`src/rtl/wsr_pkg.sv`:
```
package wsr_pkg;

   typedef enum logic [1:0] {
      ROLE_POLL,
      ROLE_TOGGLE,
      ROLE_PHASE,
      ROLE_QUIET
   } bit_role_e;

   function automatic bit_role_e role_of(input int idx, input int poll_b,
                                         input int tog_b, input int phase_b);
      if (idx == poll_b)       return ROLE_POLL;
      else if (idx == tog_b)   return ROLE_TOGGLE;
      else if (idx == phase_b) return ROLE_PHASE;
      else                     return ROLE_QUIET;
   endfunction

endpackage

```
`src/rtl/wsr_strobe.sv`:
```
module wsr_strobe (
   input  logic clk,
   input  logic rst_n,
   input  logic ce_i,
   input  logic oe_i,
   input  logic we_i,
   output logic rd_lvl_o,
   output logic rd_edge_o
);
   logic rd_q;

   assign rd_lvl_o  = ce_i & oe_i & ~we_i;
   assign rd_edge_o = rd_lvl_o & ~rd_q;

   always_ff @(posedge clk or negedge rst_n) begin
      if (!rst_n) rd_q <= 1'b0;
      else        rd_q <= rd_lvl_o;
   end
endmodule

```
`src/rtl/wsr_toggle.sv`:
```
module wsr_toggle (
   input  logic clk,
   input  logic rst_n,
   input  logic cyc_i,
   input  logic rd_edge_i,
   output logic view_d_o
);
   logic cyc_q, tog_q, view_q;
   logic start, adv, tog_base;

   assign start    = cyc_i & ~cyc_q;
   assign adv      = cyc_i & rd_edge_i;
   assign tog_base = start ? 1'b0 : tog_q;
   assign view_d_o = adv ? tog_base : (start ? 1'b0 : view_q);

   always_ff @(posedge clk or negedge rst_n) begin
      if (!rst_n) begin
         cyc_q  <= 1'b0;
         tog_q  <= 1'b0;
         view_q <= 1'b0;
      end else begin
         cyc_q  <= cyc_i;
         view_q <= view_d_o;
         tog_q  <= adv ? ~tog_base : tog_base;
      end
   end
endmodule

```
`src/rtl/wsr_bus_mux.sv`:
```
module wsr_bus_mux
   import wsr_pkg::*;
#(
   parameter int DATA_W  = 8,
   parameter int POLL_B  = 7,
   parameter int TOG_B   = 6,
   parameter int PHASE_B = 5
) (
   input  logic              clk,
   input  logic              rst_n,
   input  logic              rd_lvl_i,
   input  logic              cyc_i,
   input  logic              prog_i,
   input  logic              poll_src_i,
   input  logic              tog_view_i,
   input  logic [DATA_W-1:0] arr_rd_i,
   output logic [DATA_W-1:0] dq_o,
   output logic [DATA_W-1:0] dq_en_o
);
   for (genvar b = 0; b < DATA_W; b++) begin : g_bit
      localparam bit_role_e ROLE = role_of(b, POLL_B, TOG_B, PHASE_B);
      logic stat_val, stat_drv, val_q, en_q;

      if (ROLE == ROLE_POLL) begin : g_poll
         assign stat_val = ~poll_src_i;
         assign stat_drv = 1'b1;
      end else if (ROLE == ROLE_TOGGLE) begin : g_tog
         assign stat_val = tog_view_i;
         assign stat_drv = 1'b1;
      end else if (ROLE == ROLE_PHASE) begin : g_phase
         assign stat_val = prog_i;
         assign stat_drv = 1'b1;
      end else begin : g_quiet
         assign stat_val = 1'b0;
         assign stat_drv = 1'b0;
      end

      always_ff @(posedge clk or negedge rst_n) begin
         if (!rst_n) begin
            val_q <= 1'b0;
            en_q  <= 1'b0;
         end else begin
            val_q <= cyc_i ? stat_val : arr_rd_i[b];
            en_q  <= rd_lvl_i & (cyc_i ? stat_drv : 1'b1);
         end
      end

      assign dq_o[b]    = val_q;
      assign dq_en_o[b] = en_q;
   end
endmodule

```
`src/rtl/wsr_status_readout.sv`:
```
module wsr_status_readout #(
   parameter int DATA_W  = 8,
   parameter int POLL_B  = 7,
   parameter int TOG_B   = 6,
   parameter int PHASE_B = 5
) (
   input  logic              clk,
   input  logic              rst_n,
   input  logic              ce_i,
   input  logic              oe_i,
   input  logic              we_i,
   input  logic              ld_tmr_i,
   input  logic              prog_i,
   input  logic [DATA_W-1:0] last_wr_i,
   input  logic [DATA_W-1:0] arr_rd_i,
   output logic [DATA_W-1:0] dq_o,
   output logic [DATA_W-1:0] dq_en_o,
   output logic              busy_n_o
);
   localparam int MAX_B = DATA_W - 1;

   initial begin
      assert (DATA_W >= 3) else $error("DATA_W must hold three status bits");
      assert (POLL_B <= MAX_B && TOG_B <= MAX_B && PHASE_B <= MAX_B)
         else $error("status bit index out of range");
      assert (POLL_B != TOG_B && POLL_B != PHASE_B && TOG_B != PHASE_B)
         else $error("status bit indices must differ");
   end

   logic rd_lvl, rd_edge, cyc, tog_view, busy_n_q;
   logic unused_last_wr;

   assign cyc            = ld_tmr_i | prog_i;
   assign unused_last_wr = ^last_wr_i;

   wsr_strobe u_strobe (
      .clk(clk), .rst_n(rst_n), .ce_i(ce_i), .oe_i(oe_i), .we_i(we_i),
      .rd_lvl_o(rd_lvl), .rd_edge_o(rd_edge)
   );

   wsr_toggle u_toggle (
      .clk(clk), .rst_n(rst_n), .cyc_i(cyc), .rd_edge_i(rd_edge),
      .view_d_o(tog_view)
   );

   wsr_bus_mux #(
      .DATA_W(DATA_W), .POLL_B(POLL_B), .TOG_B(TOG_B), .PHASE_B(PHASE_B)
   ) u_mux (
      .clk(clk), .rst_n(rst_n), .rd_lvl_i(rd_lvl), .cyc_i(cyc),
      .prog_i(prog_i), .poll_src_i(last_wr_i[POLL_B]),
      .tog_view_i(tog_view), .arr_rd_i(arr_rd_i),
      .dq_o(dq_o), .dq_en_o(dq_en_o)
   );

   always_ff @(posedge clk or negedge rst_n) begin
      if (!rst_n) busy_n_q <= 1'b1;
      else        busy_n_q <= ~prog_i;
   end

   assign busy_n_o = busy_n_q;
endmodule

```
`config.mk`:
```
export PLATFORM = sky130hd
export DESIGN_NAME = wsr_status_readout
export DESIGN_NICKNAME = d
export VERILOG_FILES = /design/src/rtl/wsr_pkg.sv /design/src/rtl/wsr_strobe.sv /design/src/rtl/wsr_toggle.sv /design/src/rtl/wsr_bus_mux.sv /design/src/rtl/wsr_status_readout.sv
export SDC_FILE = /design/constraint.sdc
export NUM_CORES = 1
export LEC_CHECK = 0
export ABC_AREA = 1
export ABC_CLOCK_PERIOD_IN_PS = 1100
export CAP_MARGIN = 15
export CELL_PAD_IN_SITES_DETAIL_PLACEMENT = 0
export CELL_PAD_IN_SITES_GLOBAL_PLACEMENT = 1
export CORE_ASPECT_RATIO = 1.4
export CORE_MARGIN = 8
export CORE_UTILIZATION = 23
export CTS_CLUSTER_DIAMETER = 40
export CTS_CLUSTER_SIZE = 28
export DETAILED_ROUTE_END_ITERATION = 10
export GPL_ROUTABILITY_DRIVEN = 1
export PLACE_DENSITY_LB_ADDON = 0.1
export SETUP_SLACK_MARGIN = 0.2
export SLEW_MARGIN = 25
export SYNTH_ARGS = -nofsm -noshare
export SYNTH_HDL_FRONTEND = slang
export SYNTH_SLANG_ARGS = --single-unit
```
`constraint.sdc`:
```
create_clock -name clk -period 1.1 [get_ports clk]
set_clock_uncertainty 0.2 [all_clocks]
set_input_delay 0.22 -clock clk [delete_from_list [all_inputs] [get_ports clk]]
set_output_delay 0.22 -clock clk [all_outputs]
set_load 0.05 [all_outputs]
```
==> results.toml <==
[clocking]
clkSlewWorstSetupHoldPaths_ns = 0.06
cts_made_buffers = 3
clkSinkCount = 14
cts_tree = "built"
worstSkewPairLatency_ns = 0.24
cts.path.max_buffers = 2
htreeDepth = 1
cts-root-buf = "clkbuf_8"

[flow_run]
drv_cap = 0

[placed_design]
place_ws_ns = -0.452
gp_congestion = 0.737
place_area_um2 = 1150
port_buffers = 32
post-dp-hpwl_um = 1270

[power]
ir_worst_vdd_v = 0.000649
power_mw = 1.41
p_leak_nw = 0.596
p_per_area_nw_per_um2 = 1110

[logic_synthesis]
ys_seq_area_share_pct = 52.5
synth-seq-cells = 14
synth_area_um2 = 669
yosys.area.top_type = "dfrtp_1"
synth_area_leaders = "dfrtp_1, buf_4, nand2_1"
syn_nets = 93
syn_area_per_cell_um2 = 9.56
synthDistinctLibCells = 16
syn_inst = 70
yosysTopAreaCellShare_pct = 48.6
ys_warn_count = 0

[worst_setup_path]
critPathKind = "flop to output pin"
crit_required_ns = 0.68
worstPathArrival_ns = 0.93
cp_max_fo = 3
end_kind = "output pin"
start_kind = "flop"

[sta]
fin_ws_ns = -0.250
fin_crit_sh_pct = 123
max_freq_mhz = 741
fin_hold_ws_ns = 0.0740
setup_viol = 19
slew_viol_final = 0
hold_viol = 0
fin_crit_ns = 1.35
rsz0062_at_grt = "true"
max-slew-margin-rel_pct = 83.6
worstMarginPinSlew_ns = 0.247

[global_routing]
grt_util_met3_pct = 1.94
grt_max_degree = 15
gr-usage-all-layers_pct = 7.41
grt_overflow_total = 0
grt_pass1_wl_um = 2730
grtUsageMet1_pct = 7.85
antenna_found_initial = 0
grt_pass1_vias = 561
globalRouteMet2Util_pct = 12.6
top_usage_layer = "met2"

[detailed_routing]
dr.pass1.iters = 4
vias = 517
avgViaCountPerCell = 3.77
ant_nets = 0
first_iter_violations = 1
drcViolationCount = 0
wl_per_cell_um = 11.9
routed_wl_um = 1640

[final_layout]
fillers = 293
finalNetCount = 124
seq_area_um2 = 353
final_area_um2 = 1270
antennaDiodeCount = 0
multi_input_area_um2 = 201
final_common_cell = "buf_12"
syn2layout_area_growth_pct = 89.5
mostFrequentLayoutCells = "buf_12, dfrtp_1, clkdlybuf4s50_1, nand2_1, inv_1"
layout-drive-gt1-share_pct = 54.0

[floorplanning]
coreArea_um2 = 2820
rows = 23
die_x_um = 61.6
die-area_um2 = 4920
initial_core_util_pct = 23.7
pin_count = 40
fp.dieH_um = 79.8

[min_path]
hp-class = "input pin to flop"

[run_status]
status = "complete, but fails checks"
violations = "negative setup slack"
## synthesized netlist by cell type, drive strengths merged
cell / n
and2: 1
buf: 16
dfrtp: 13
dfstp: 1
inv: 10
nand2: 14
nand3: 3
nor2: 10
o21ai: 2
## worst paths after layout
check / startpoint / endpoint / slack [ns] / depth (start not counted)
worst max-delay path: u_mux.g_bit[7].en_q / dq_en_o[5] / -0.25 / 2
worst min-delay path: we_i / u_mux.g_bit[7].en_q / 0.07 / 3
worst max register to register: u_mux.g_bit[7].en_q / u_toggle.view_q / -0.11 / 6
worst min register to register: u_toggle.tog_q / u_toggle.tog_q / 0.32 / 2
max in group asynchronous: rst_n / busy_n_o / 0.38 / 2
min in group asynchronous: rst_n / u_mux.g_bit[1].en_q / 0.11 / 2
## cell type report
class,instances,share of cell area (%)
clock buffer,4,3.55
multi-input combinational,30,15.9
timing repair buffer,42,45.8
inverter,10,3.35
tap,37,3.65
sequential,14,27.8
## through the flow
| step | setup TNS, ns | instances | util [%] |
|---|---|---|---|
| after CTS | -3.45 | 136 | 43.9 |
| after global placement | -4.53 | 130 | 40.9 |
| after detailed placement | -4.66 | 130 | 40.9 |
| after floorplan | 0 | 70 | - |
| final | -3.26 | 137 | 45.0 |
| after global routing | -3.87 | 137 | 45.0 |
## metal layers
layer  share of wire, %  vias to the layer above
met4                1.2                        0
li1                   -                      251
met1                 36                      248
met5                  0                        -
met2                 56                       16
met3                7.3                        2
## flip-flops by register name (all words and copies together) (netlist names)
register,count
u_toggle.tog_q,1
busy_n_o,1
u_mux.g_bit.en_q,2
u_mux.g_bit.val_q,8
u_toggle.view_q,1
u_toggle.cyc_q,1
## report_power, final
group          switching (mW)  internal, mW
logic                   0.197         0.207
clock network           0.177         0.256
registers              0.0245         0.551
## cells by family after synthesis
kind of cell    synth area share [%]
buf+inv                         23.6
compound gates                  1.49
simple gates                    22.4
flops                           52.5
## worst max-delay path, stage by stage (launching register included)
cell and delay, ns:
dfrtp_1 0.40, buf_6 0.14, buf_12 0.14
## what timing repair did
| action | CTS | global route |
|---|---|---|
| setup endpoints to repair | 31 | 22 |
| pin swaps | 3 | 6 |
| resized for setup | 17 | 19 |
| hold buffers | 0 | 0 |
| buffers inserted | 2 | 1 |
Note: power is estimated with default switching activity, not from simulation.
